### src/rtl/isqrt_pkg.sv
package isqrt_pkg;

  typedef struct packed {
    logic loadIn;
    logic loadOut;
    logic forceMax;
    logic forceZero;
  } isqStrobe_t;

  // integer square root, bit by bit, for elaboration-time constants
  function automatic longint isqrtConst(longint v);
    longint res;
    longint tmp;
    res = 0;
    for (int b = 30; b >= 0; b--) begin
      tmp = res | (longint'(1) << b);
      if (tmp * tmp <= v) res = tmp;
    end
    return res;
  endfunction

  // value of the fitted curve at mantissa 1 + seg/2^nb, scaled by 2^cf
  function automatic longint lineEnd(int seg, int odd, int nb, int cf);
    return isqrtConst((longint'(1) << (2 * cf + odd + nb)) /
                      ((longint'(1) << nb) + longint'(seg)));
  endfunction

  // signed power of two nearest to d (0 for d == 0)
  function automatic longint nearestPow2(longint d);
    longint a;
    longint p;
    a = (d < 0) ? -d : d;
    if (a == 0) return 0;
    p = 1;
    while (p * 2 <= a) p = p * 2;
    if (a - p > 2 * p - a) p = p * 2;
    return (d < 0) ? -p : p;
  endfunction

  // pack a power-of-two term as {used, negative, exponent}
  function automatic int encodeTerm(longint p, int ew);
    longint a;
    int e;
    a = (p < 0) ? -p : p;
    if (a == 0) return 0;
    e = 0;
    while ((longint'(1) << e) < a) e++;
    return (1 << (ew + 1)) | (((p < 0) ? 1 : 0) << ew) | e;
  endfunction

endpackage

### src/rtl/isqrt_lines.sv
module isqrt_lines
  import isqrt_pkg::*;
#(
  parameter int LINE_BITS = 2,
  parameter int CORE_FRAC = 14,
  parameter int RB        = 13
) (
  input  logic [LINE_BITS:0]   lineIdx,
  input  logic [RB-1:0]        frac,
  output logic [CORE_FRAC+1:0] core
);

  localparam int SEGS  = 2 ** LINE_BITS;
  localparam int T     = 2 * SEGS;
  localparam int CW    = CORE_FRAC + 2;
  localparam int EXPW  = $clog2(CORE_FRAC + 2);
  localparam int TERMS = 3;
  localparam int PW    = RB + CW;
  localparam int AW    = CW + 2;

  logic [CW-1:0]   baseTab [T];
  logic [EXPW+1:0] termTab [T][TERMS];

  generate
    for (genvar t = 0; t < T; t++) begin : g_line
      localparam longint Y0 = lineEnd(t % SEGS, t / SEGS, LINE_BITS, CORE_FRAC);
      localparam longint Y1 = lineEnd(t % SEGS + 1, t / SEGS, LINE_BITS, CORE_FRAC);
      localparam longint D  = Y0 - Y1;
      localparam longint P0 = nearestPow2(D);
      localparam longint P1 = nearestPow2(D - P0);
      localparam longint P2 = nearestPow2(D - P0 - P1);
      assign baseTab[t]    = CW'(Y0);
      assign termTab[t][0] = (EXPW+2)'(encodeTerm(P0, EXPW));
      assign termTab[t][1] = (EXPW+2)'(encodeTerm(P1, EXPW));
      assign termTab[t][2] = (EXPW+2)'(encodeTerm(P2, EXPW));
    end
  endgenerate

  logic [AW-1:0]   acc;
  logic [AW-1:0]   part;
  logic [PW-1:0]   prod;
  logic [EXPW+1:0] sel;

  // start value minus up to three shifted copies of the in-segment offset
  always_comb begin
    acc  = AW'(baseTab[lineIdx]);
    part = '0;
    prod = '0;
    sel  = '0;
    for (int i = 0; i < TERMS; i++) begin
      sel  = termTab[lineIdx][i];
      prod = PW'(frac) << sel[EXPW-1:0];
      part = AW'(prod >> RB);
      if (sel[EXPW+1]) acc = sel[EXPW] ? (acc + part) : (acc - part);
    end
    core = acc[AW-1] ? '0 : acc[CW-1:0];
  end

endmodule

### src/rtl/isqrt_dp.sv
module isqrt_dp
  import isqrt_pkg::*;
#(
  parameter int W         = 16,
  parameter int FRAC      = 11,
  parameter int LINE_BITS = 2,
  parameter int CORE_FRAC = 14
) (
  input  logic       clk,
  input  logic       rstN,
  input  isqStrobe_t strobe,
  input  logic [W-1:0] xIn,
  output logic       isZero,
  output logic       overOne,
  output logic [W-1:0] yOut
);

  localparam int IWL   = W - FRAC;
  localparam int ZOFF  = IWL - 1;            // leading zeros of 1.0
  localparam int LZW   = $clog2(W + 1);
  localparam int AW    = LZW + 2;
  localparam int RB    = W - 1 - LINE_BITS;
  localparam int CW    = CORE_FRAC + 2;
  localparam int KMAX  = (W - 1 - ZOFF) / 2;
  localparam int KMIN  = -((ZOFF + 1) / 2);
  localparam int KSPAN = KMAX - KMIN + 1;
  localparam int EW    = CW + KMAX;
  localparam int GAP   = CORE_FRAC - FRAC;
  localparam int ONE   = 1 << FRAC;

  logic [W-1:0]         xReg;
  logic [W-1:0]         yReg;
  logic [W-1:0]         norm;
  logic [LZW-1:0]       lz;
  logic signed [AW-1:0] alphaS;
  logic signed [AW-1:0] kS;
  logic signed [AW-1:0] jS;
  logic [LINE_BITS:0]   lineIdx;
  logic [CW-1:0]        core;
  logic [EW-1:0]        ext;
  logic [EW-1:0]        scaled;
  logic [EW-1:0]        cand [KSPAN];
  logic                 sat;

  always_ff @(posedge clk) begin
    if (!rstN)               xReg <= '0;
    else if (strobe.loadIn)  xReg <= xIn;
  end

  // priority encoder: leading-zero count
  always_comb begin
    lz = LZW'(W);
    for (int i = 0; i < W; i++) begin
      if (xReg[i]) lz = LZW'(W - 1 - i);
    end
  end

  assign norm    = xReg << lz;
  assign alphaS  = $signed({2'b00, lz}) - $signed(AW'(ZOFF));
  assign kS      = alphaS >>> 1;
  assign jS      = $signed(AW'(KMAX)) - kS;
  assign lineIdx = {alphaS[0], norm[W-2 -: LINE_BITS]};

  isqrt_lines #(
    .LINE_BITS (LINE_BITS),
    .CORE_FRAC (CORE_FRAC),
    .RB        (RB)
  ) u_lines (
    .lineIdx (lineIdx),
    .frac    (norm[RB-1:0]),
    .core    (core)
  );

  assign ext = EW'(core) << KMAX;

  // hardwired shifts, one per exponent, picked by a mux
  generate
    for (genvar j = 0; j < KSPAN; j++) begin : g_shift
      assign cand[j] = ext >> (j + GAP);
    end
  endgenerate

  always_comb begin
    scaled = '0;
    for (int j = 0; j < KSPAN; j++) begin
      if (jS == $signed(AW'(j))) scaled = cand[j];
    end
  end

  assign sat     = |scaled[EW-1:W];
  assign isZero  = (xReg == '0);
  assign overOne = (xReg > W'(ONE));

  always_ff @(posedge clk) begin
    if (!rstN) yReg <= '0;
    else if (strobe.loadOut) begin
      if (strobe.forceMax)       yReg <= '1;
      else if (strobe.forceZero) yReg <= '0;
      else if (sat)              yReg <= '1;
      else                       yReg <= scaled[W-1:0];
    end
  end

  assign yOut = yReg;

  // normalisation must bring a one into the top bit
  assert_norm_lead_R4: assert property (@(posedge clk) disable iff (!rstN)
    (xReg != '0) |-> norm[W-1]);

  // line value stays inside the span of both curves on [1,2)
  assert_core_span_R5: assert property (@(posedge clk) disable iff (!rstN)
    (xReg != '0) |-> ((core >= CW'(1 << (CORE_FRAC - 1))) &&
                      (core <= CW'((3 << CORE_FRAC) / 2))));

endmodule

### src/rtl/isqrt_ctrl.sv
module isqrt_ctrl
  import isqrt_pkg::*;
(
  input  logic       clk,
  input  logic       rstN,
  input  logic       validIn,
  input  logic       fullRange,
  input  logic       isZero,
  input  logic       overOne,
  output isqStrobe_t strobe,
  output logic       validOut,
  output logic       zeroErr,
  output logic       rangeErr
);

  logic vIn;
  logic modeReg;
  logic vOut;
  logic zErr;
  logic rErr;
  logic outRange;

  assign outRange = vIn & ~isZero & ~modeReg & overOne;

  always_comb begin
    strobe.loadIn    = validIn;
    strobe.loadOut   = vIn;
    strobe.forceMax  = vIn & isZero;
    strobe.forceZero = outRange;
  end

  always_ff @(posedge clk) begin
    if (!rstN) begin
      vIn     <= 1'b0;
      modeReg <= 1'b0;
      vOut    <= 1'b0;
      zErr    <= 1'b0;
      rErr    <= 1'b0;
    end else begin
      vIn  <= validIn;
      vOut <= vIn;
      if (validIn) modeReg <= fullRange;
      if (vIn) begin
        zErr <= isZero;
        rErr <= outRange;
      end
    end
  end

  assign validOut = vOut;
  assign zeroErr  = zErr;
  assign rangeErr = rErr;

  assert_flag_excl_R9: assert property (@(posedge clk) disable iff (!rstN)
    !(zeroErr && rangeErr));

  assert_range_mode_R9: assert property (@(posedge clk) disable iff (!rstN)
    $rose(rangeErr) |-> !$past(modeReg));

endmodule

### src/rtl/isqrt_unit.sv
module isqrt_unit
  import isqrt_pkg::*;
#(
  parameter int W         = 16,
  parameter int FRAC      = 11,
  parameter int LINE_BITS = 2,
  parameter int CORE_FRAC = 14
) (
  input  logic         clk,
  input  logic         rstN,
  input  logic         validIn,
  input  logic [W-1:0] xIn,
  input  logic         fullRange,
  output logic         validOut,
  output logic [W-1:0] yOut,
  output logic         zeroErr,
  output logic         rangeErr
);

  isqStrobe_t strobe;
  logic       isZero;
  logic       overOne;

  isqrt_ctrl u_ctrl (
    .clk       (clk),
    .rstN      (rstN),
    .validIn   (validIn),
    .fullRange (fullRange),
    .isZero    (isZero),
    .overOne   (overOne),
    .strobe    (strobe),
    .validOut  (validOut),
    .zeroErr   (zeroErr),
    .rangeErr  (rangeErr)
  );

  isqrt_dp #(
    .W         (W),
    .FRAC      (FRAC),
    .LINE_BITS (LINE_BITS),
    .CORE_FRAC (CORE_FRAC)
  ) u_dp (
    .clk     (clk),
    .rstN    (rstN),
    .strobe  (strobe),
    .xIn     (xIn),
    .isZero  (isZero),
    .overOne (overOne),
    .yOut    (yOut)
  );

  assert_zero_max_R8: assert property (@(posedge clk) disable iff (!rstN)
    (validOut && zeroErr) |-> (yOut == '1));

  assert_range_clear_R9: assert property (@(posedge clk) disable iff (!rstN)
    (validOut && rangeErr) |-> (yOut == '0));

  assert_hold_R10: assert property (@(posedge clk) disable iff (!rstN)
    !strobe.loadOut |=> ($stable(yOut) && $stable(zeroErr) && $stable(rangeErr)));

  assert_pulse_src_R2: assert property (@(posedge clk) disable iff (!rstN)
    validOut |-> $past(validIn, 2));

endmodule

### config.mk
export PLATFORM = sky130hd
export DESIGN_NAME = isqrt_unit
export DESIGN_NICKNAME = d
export VERILOG_FILES = /design/src/rtl/isqrt_pkg.sv /design/src/rtl/isqrt_lines.sv /design/src/rtl/isqrt_dp.sv /design/src/rtl/isqrt_ctrl.sv /design/src/rtl/isqrt_unit.sv
export SDC_FILE = /design/constraint.sdc
export NUM_CORES = 1
export LEC_CHECK = 0
export BUFFER_PORTS_ARGS = -buffer_cell sky130_fd_sc_hd__buf_4
export CELL_PAD_IN_SITES_DETAIL_PLACEMENT = 1
export CELL_PAD_IN_SITES_GLOBAL_PLACEMENT = 2
export CORE_ASPECT_RATIO = 1.2
export CORE_MARGIN = 2
export CORE_UTILIZATION = 40
export DETAILED_ROUTE_END_ITERATION = 16
export PLACE_DENSITY_LB_ADDON = 0.1
export RECOVER_POWER = 25
export SKIP_CTS_REPAIR_TIMING = 1
export SLEW_MARGIN = 5
export SYNTH_ARGS = -nofsm -noshare
export SYNTH_HDL_FRONTEND = slang
export SYNTH_SLANG_ARGS = --single-unit
export TNS_END_PERCENT = 50
### constraint.sdc
create_clock -name clk -period 25.1 [get_ports clk]
set_input_delay 1.255 -clock clk [delete_from_list [all_inputs] [get_ports clk]]
set_output_delay 1.255 -clock clk [all_outputs]
set_load 0.005 [all_outputs]
==> impl_metrics.csv, run 1 <==
group,metric,value,unit
outcome,status,"complete, no violations",
logic_synthesis,synth_cell_types,92,
timing,finalHoldViolCount,0,
critical_path,arrival,11630,ps
logic_synthesis,synth-adder-area-share,0.108,
placement,dp_hpwl,22100,um
timing,worst_slack,13600,ps
layout,syn2layout_area_growth,8.07,%
layout,layout.nets,1088,
logic_synthesis,synth-simple-area-share,0.245,
logic_synthesis,ys_ff_latch,37,
cts,cts_sinks,37,
cts,ctsLongestPathBuffers,2,
detailed_routing,num_vias,7858,
timing,min_period,11500,ps
critical_path,crit_type,"reg2reg",
critical_path,ff2ff_setup_slack,13600,ps
floorplan,pin_count,39,
floorplan,core_area,17500,sq um
critical_path,end_kind,"register",
critical_path,crit_slowest_cell,"dfxtp_1",
hold_path,holdPathStages,2,
detailed_routing,first_pass_iters,5,
logic_synthesis,synth_area_per_cell,7.10,sq um
logic_synthesis,synth-edff-count,0,
logic_synthesis,synthFlopType,"dfxtp_1",
logic_synthesis,synth_xor_xnor_area_share,0.0660,
global_routing,grt_first_pass_wirelength,44100,um
placement,place_area,7570,sq um
cts,cts.clk_slew.worst_paths,60,ps
cts,cts_tree,"done",
timing,setup_viol,0,
detailed_routing,drt_iter0_markers,447,
logic_synthesis,yosysMostFrequentCell,"nor2_1",
hold_path,hold_class,"reg2reg",
logic_synthesis,synthCells,1006,
logic_synthesis,synthArstFlopShare,0,
logic_synthesis,synth_top_family_by_area,"compound AO/OA/AOI/OAI gates",
critical_path,critical_path.max_fanout,26,
layout,fin_util,0.441,
logic_synthesis,synth.area.top_cells,"dfxtp_1 (10%), ha_1 (10%), a21oi_1 (5.3%)",
hold_path,holdPathEnd,"u_dp.yOut[13]",
logic_synthesis,yosysWarnings,0,
global_routing,gr-total-overflow,0,
floorplan,rows,53,
detailed_routing,avgRoutedWirePerCell,22.7,um
critical_path,cp_common_cell,"o21ai_0",
detailed_routing,ant_nets,0,
hold_path,hold_start,"u_dp.yOut[13]",
critical_path,r2r-end,"u_dp.yOut[8]",
logic_synthesis,syn-cell-area,7150,sq um
layout,design_area,7720,sq um
critical_path,start_kind,"register",
floorplan,die_area,19000,sq um
layout,fillers,2281,
global_routing,grt_max_degree,28,
cts,clock_latency,290,ps
detailed_routing,drc,0,
logic_synthesis,syn_nets,1086,
cts,htree_num_levels,2,
timing,clock.fmax,86.9,MHz
critical_path,max_stage_delay,620,ps
layout,antenna_cells,0,
cts,cts_root_buffer,"clkbuf_16",
cts,numCtsBuffers,5,
floorplan,fp.dieH,150,um
timing,worst_slew_pin_slew,1170,ps
logic_synthesis,yosysTopAreaCell,"dfxtp_1",
detailed_routing,vias_per_cell,6.39,
critical_path,reg2reg_depth,42,
logic_synthesis,ys_top_cells_by_count,"nor2_1 (93), nand2_1 (83), a21oi_1 (75)",
logic_synthesis,synth_top_area_frac,0.104,
critical_path,cp.required,25230,ps
critical_path,r2r-start,"u_dp.xReg[4]",
timing,final.setup_skew,6.33,ps
logic_synthesis,synth-compound-area-share,0.341,
placement,numPortBuffers,38,
timing,relSlewSlack,0.214,
detailed_routing,totalWireLength,27900,um
layout,drive_gt1_frac,0.122,
global_routing,antenna_found_initial,0,
placement,gp_congestion,0.945,
timing,tns,0,ps
timing,slew_violations,0,
logic_synthesis,synth.area.mux_share,0.0779,
floorplan,die_w,126,um
logic_synthesis,yosysSeqAreaShare,0.104,
timing,grt_setup_unrepaired,"false",
placement,post-place-ws,13750,ps
global_routing,grt_pass1_vias,7818,
global_routing,grt_usage,0.291,
floorplan,start_util,0.408,
timing,min_period_over_period,0.458,
flow_run,maxCapViolCount,0,
-- final cells by class --
type	instances	area, sq um	share of cell area
multi-input cells	872	6000	0.777
inverters	36	135	0.0175
flip-flops and latches	37	741	0.0959
clock buffers	7	153	0.0198
repair buffers	56	417	0.0539
well taps	220	275	0.0356
clock inverters	1	5.00	0.000648
-- registers in the layout (all words and copies together), names as in the netlist --
name             count
u_dp.xReg           16
u_dp.yOut           16
u_ctrl.modeReg       1
u_ctrl.rangeErr      1
u_ctrl.vIn           1
u_ctrl.validOut      1
u_ctrl.zeroErr       1
-- worst max-delay path by stage --
| stage | to | startpoint | slack, ps |
|---|---|---|---|
| after CTS | u_dp.yOut[8] | u_dp.xReg[4] | 13700 |
| after floorplan | u_dp.yOut[8] | u_dp.xReg[3] | 15930 |
| final | u_dp.yOut[8] | u_dp.xReg[4] | 13600 |
| after detailed placement | u_dp.yOut[8] | u_dp.xReg[4] | 13750 |
| after global placement | u_dp.yOut[8] | u_dp.xReg[15] | 14130 |
| after global routing | u_dp.yOut[8] | u_dp.xReg[4] | 12320 |
-- layout by cell type, fill, tap and decap left out, types with 28 or more instances in the layout --
| cell type | Yosys | routed |
|---|---|---|
| nor2b_1 | 31 | 31 |
| nor3_1 | 42 | 41 |
| buf_4 | 6 | 55 |
| dfxtp_1 | 37 | 37 |
| a21oi_1 | 75 | 75 |
| nor2_1 | 93 | 93 |
| mux2i_1 | 37 | 37 |
| o21ai_0 | 71 | 71 |
| nand2_1 | 83 | 83 |
| o22ai_1 | 28 | 28 |
| ha_1 | 57 | 57 |
| inv_1 | 35 | 35 |
-- metal layers --
metal | wire length (um) | global-route usage | share of wire
met5 | 0 | 0 | 0
met2 | 13900 | 0.519 | 0.50
met4 | 806 | 0.101 | 0.029
met3 | 1390 | 0.0284 | 0.050
met1 | 11900 | 0.367 | 0.42
-- cells by family after synthesis --
kind of cell / after synthesis
AOI/OAI and AO/OA: 360
and+or+nand+nor: 346
buffers and inverters: 97
adders and majority gates: 60
xor gates and xnor gates: 53
muxes: 53
DFF: 37
-- through the flow --
step                      hold slack [ps]  std cells
final                                 490       1229
after global routing                  520       1229
after floorplan                       469       1006
after global placement                473       1221
after CTS                             489       1229
after detailed placement              480       1221
-- worst max-delay path: cells and delay by family (launching register included) --
family | cells | cell delay [ps]
AOI/OAI and AO/OA | 19 | 5510
and+or+nand+nor | 8 | 1480
adders and majority gates | 4 | 1430
buffers and inverters | 6 | 1250
DFF | 1 | 620
muxes | 2 | 600
xor gates and xnor gates | 3 | 420
Power of run 1 is left out: the tool's default activity adds up to more than one toggle a clock period on the data nets, which glitch-free logic cannot reach.
==> inputs of run 2 (changes only) <==
Settings changed: ABC_AREA set to 1, CORE_UTILIZATION 40 to 34.
Clock period 25.1 ns to 11.7 ns, I/O delays scaled along.
==> impl_metrics.csv, run 2 <==
group,metric,value,unit
hold_path,holdPathStages,2,
detailed_routing,avgRoutedWirePerCell,16.6,um
layout,seqCellArea,741,sq um
global_routing,antenna_found_initial,0,
floorplan,pin_count,39,
cts,cts_tree,"done",
layout,mostFrequentLayoutCell,"nand2_1",
timing,slew_violations,0,
timing,final.setup_skew,12.4,ps
critical_path,ff2ff_setup_slack,1070,ps
layout,layout.nets,1334,
timing,clock.fmax,94.1,MHz
timing,worst_slew_pin_slew,1360,ps
detailed_routing,ant_nets,0,
global_routing,gr-total-overflow,0,
critical_path,reg2reg_depth,62,
critical_path,crit_slowest_cell,"fa_1",
floorplan,die_w,137,um
placement,dp_hpwl,21400,um
logic_synthesis,yosysMostFrequentCell,"nand2_1",
layout,drive_gt1_frac,0.109,
critical_path,r2r-start,"u_dp.xReg[14]",
critical_path,end_kind,"register",
logic_synthesis,yosysSeqAreaShare,0.103,
critical_path,start_kind,"register",
global_routing,grt_usage,0.230,
timing,min_period_over_period,0.908,
logic_synthesis,ys_ff_latch,37,
layout,antenna_cells,0,
logic_synthesis,synth_area_per_cell,5.78,sq um
layout,fillers,2913,
layout,syn2layout_area_growth,8.19,%
logic_synthesis,synthCells,1247,
detailed_routing,num_vias,7862,
logic_synthesis,synth-edff-count,0,
flow_run,maxCapViolCount,0,
timing,grt_setup_unrepaired,"false",
cts,htree_num_levels,2,
critical_path,cp_num_buf_inv,15,
global_routing,grt_pass1_vias,7873,
critical_path,crit_family,"simple AND/OR/NAND/NOR gates",
floorplan,core_area,20900,sq um
logic_synthesis,synth_top_area_frac,0.166,
global_routing,grt_first_pass_wirelength,41300,um
layout,final_cell_mix,"nand2_1 (319), nand3_1 (153), inv_1 (146)",
cts,cts.clk_slew.worst_paths,60,ps
critical_path,cp.required,11870,ps
outcome,status,"complete, no violations",
logic_synthesis,synth_cell_types,56,
cts,clock_latency,290,ps
logic_synthesis,synth.area.top_cells,"nand2_1 (17%), nand3_1 (11%), dfxtp_1 (10%)",
logic_synthesis,syn_nets,1327,
detailed_routing,first_pass_iters,6,
logic_synthesis,ys_top_cells_by_count,"nand2_1 (319), nand3_1 (153), inv_1 (146)",
global_routing,grt_max_degree,38,
hold_path,hold_start,"u_ctrl.rangeErr",
floorplan,start_util,0.345,
floorplan,rows,58,
hold_path,hold_class,"reg2reg",
layout,multi_input_area,5630,sq um
critical_path,crit_type,"reg2reg",
placement,numPortBuffers,38,
timing,setup_viol,0,
placement,gp_congestion,0.911,
detailed_routing,drc,0,
floorplan,die_area,22400,sq um
critical_path,cp_common_cell,"inv_1",
critical_path,critical_path.max_fanout,20,
critical_path,r2r-end,"u_dp.yOut[5]",
timing,min_period,10630,ps
cts,cts_root_buffer,"clkbuf_16",
logic_synthesis,yosysTopAreaCell,"nand2_1",
timing,tns,0,ps
logic_synthesis,yosysWarnings,0,
cts,cts_sinks,37,
hold_path,holdPathEnd,"u_ctrl.rangeErr",
detailed_routing,drt_iter0_markers,314,
logic_synthesis,synthArstFlopShare,0,
critical_path,arrival,10800,ps
cts,numCtsBuffers,5,
floorplan,fp.dieH,164,um
detailed_routing,vias_per_cell,5.16,
critical_path,max_stage_delay,450,ps
logic_synthesis,syn-cell-area,7210,sq um
timing,relSlewSlack,0.0934,
timing,finalHoldViolCount,0,
cts,ctsLongestPathBuffers,2,
logic_synthesis,synthFlopType,"dfxtp_1",
detailed_routing,totalWireLength,25400,um
-- run 2: area by class of cell --
type | count | area share
multi-input combinational | 1003 | 0.721
sequential | 37 | 0.0949
inverter | 166 | 0.0799
tap | 270 | 0.0433
timing repair buffer | 41 | 0.0385
clock buffer | 7 | 0.0183
clock inverter | 1 | 0.00385
-- run 2: cells by family (layout without fill, tap and decap cells) --
family          after synthesis  after routing  synth area share
xor+xnor                     50             50            0.0618
compound gates              207            207             0.166
simple gates                685            685             0.442
flops                        37             37             0.103
fa+ha+maj                    60             60             0.107
buf+inv                     207            215             0.119
mux                           1              1           0.00139
-- run 2: worst register-to-register path, delay by kind of cell (launching register included) --
family | cells | cell delay, ps
DFF | 1 | 360
buffers and inverters | 15 | 2070
xor gates and xnor gates | 1 | 230
AOI/OAI and AO/OA | 13 | 2150
adders and majority gates | 4 | 1260
and+or+nand+nor | 29 | 4440
-- run 2: worst max path at each step --
stage	start	end	slack [ps]	depth (start not counted)
after floorplan	u_dp.xReg[1]	u_dp.yOut[1]	3260	75
after global placement	u_dp.xReg[14]	u_dp.yOut[2]	940	59
after detailed placement	u_dp.xReg[14]	u_dp.yOut[5]	670	61
after CTS	u_dp.xReg[14]	u_dp.yOut[5]	650	61
after global routing	u_dp.xReg[14]	u_dp.yOut[2]	20	63
final	u_dp.xReg[14]	u_dp.yOut[5]	1070	62
-- run 2: per-stage QoR --
stage	worst slack [ps]	instances	utilization	instance area, sq um	hold slack (ps)
finish	1070	1525	0.373	7800	486
global route	16.3	1525	0.373	7800	517
CTS	650	1525	0.373	7800	487
detailed placement	665	1517	0.365	7620	457
global placement	935	1517	0.365	7620	450
floorplan	3260	1247	-	7210	434
-- run 2: routing by layer --
layer | vias up | part of all wire | GRT usage
met3 | 23 | 0.013 | 0.00652
met2 | 82 | 0.50 | 0.420
met1 | 3642 | 0.47 | 0.298
met5 | - | 0 | 0
li1 | 4115 | - | -
met4 | 0 | 0.017 | 0.0525
Power of run 2 is left out for the same reason.
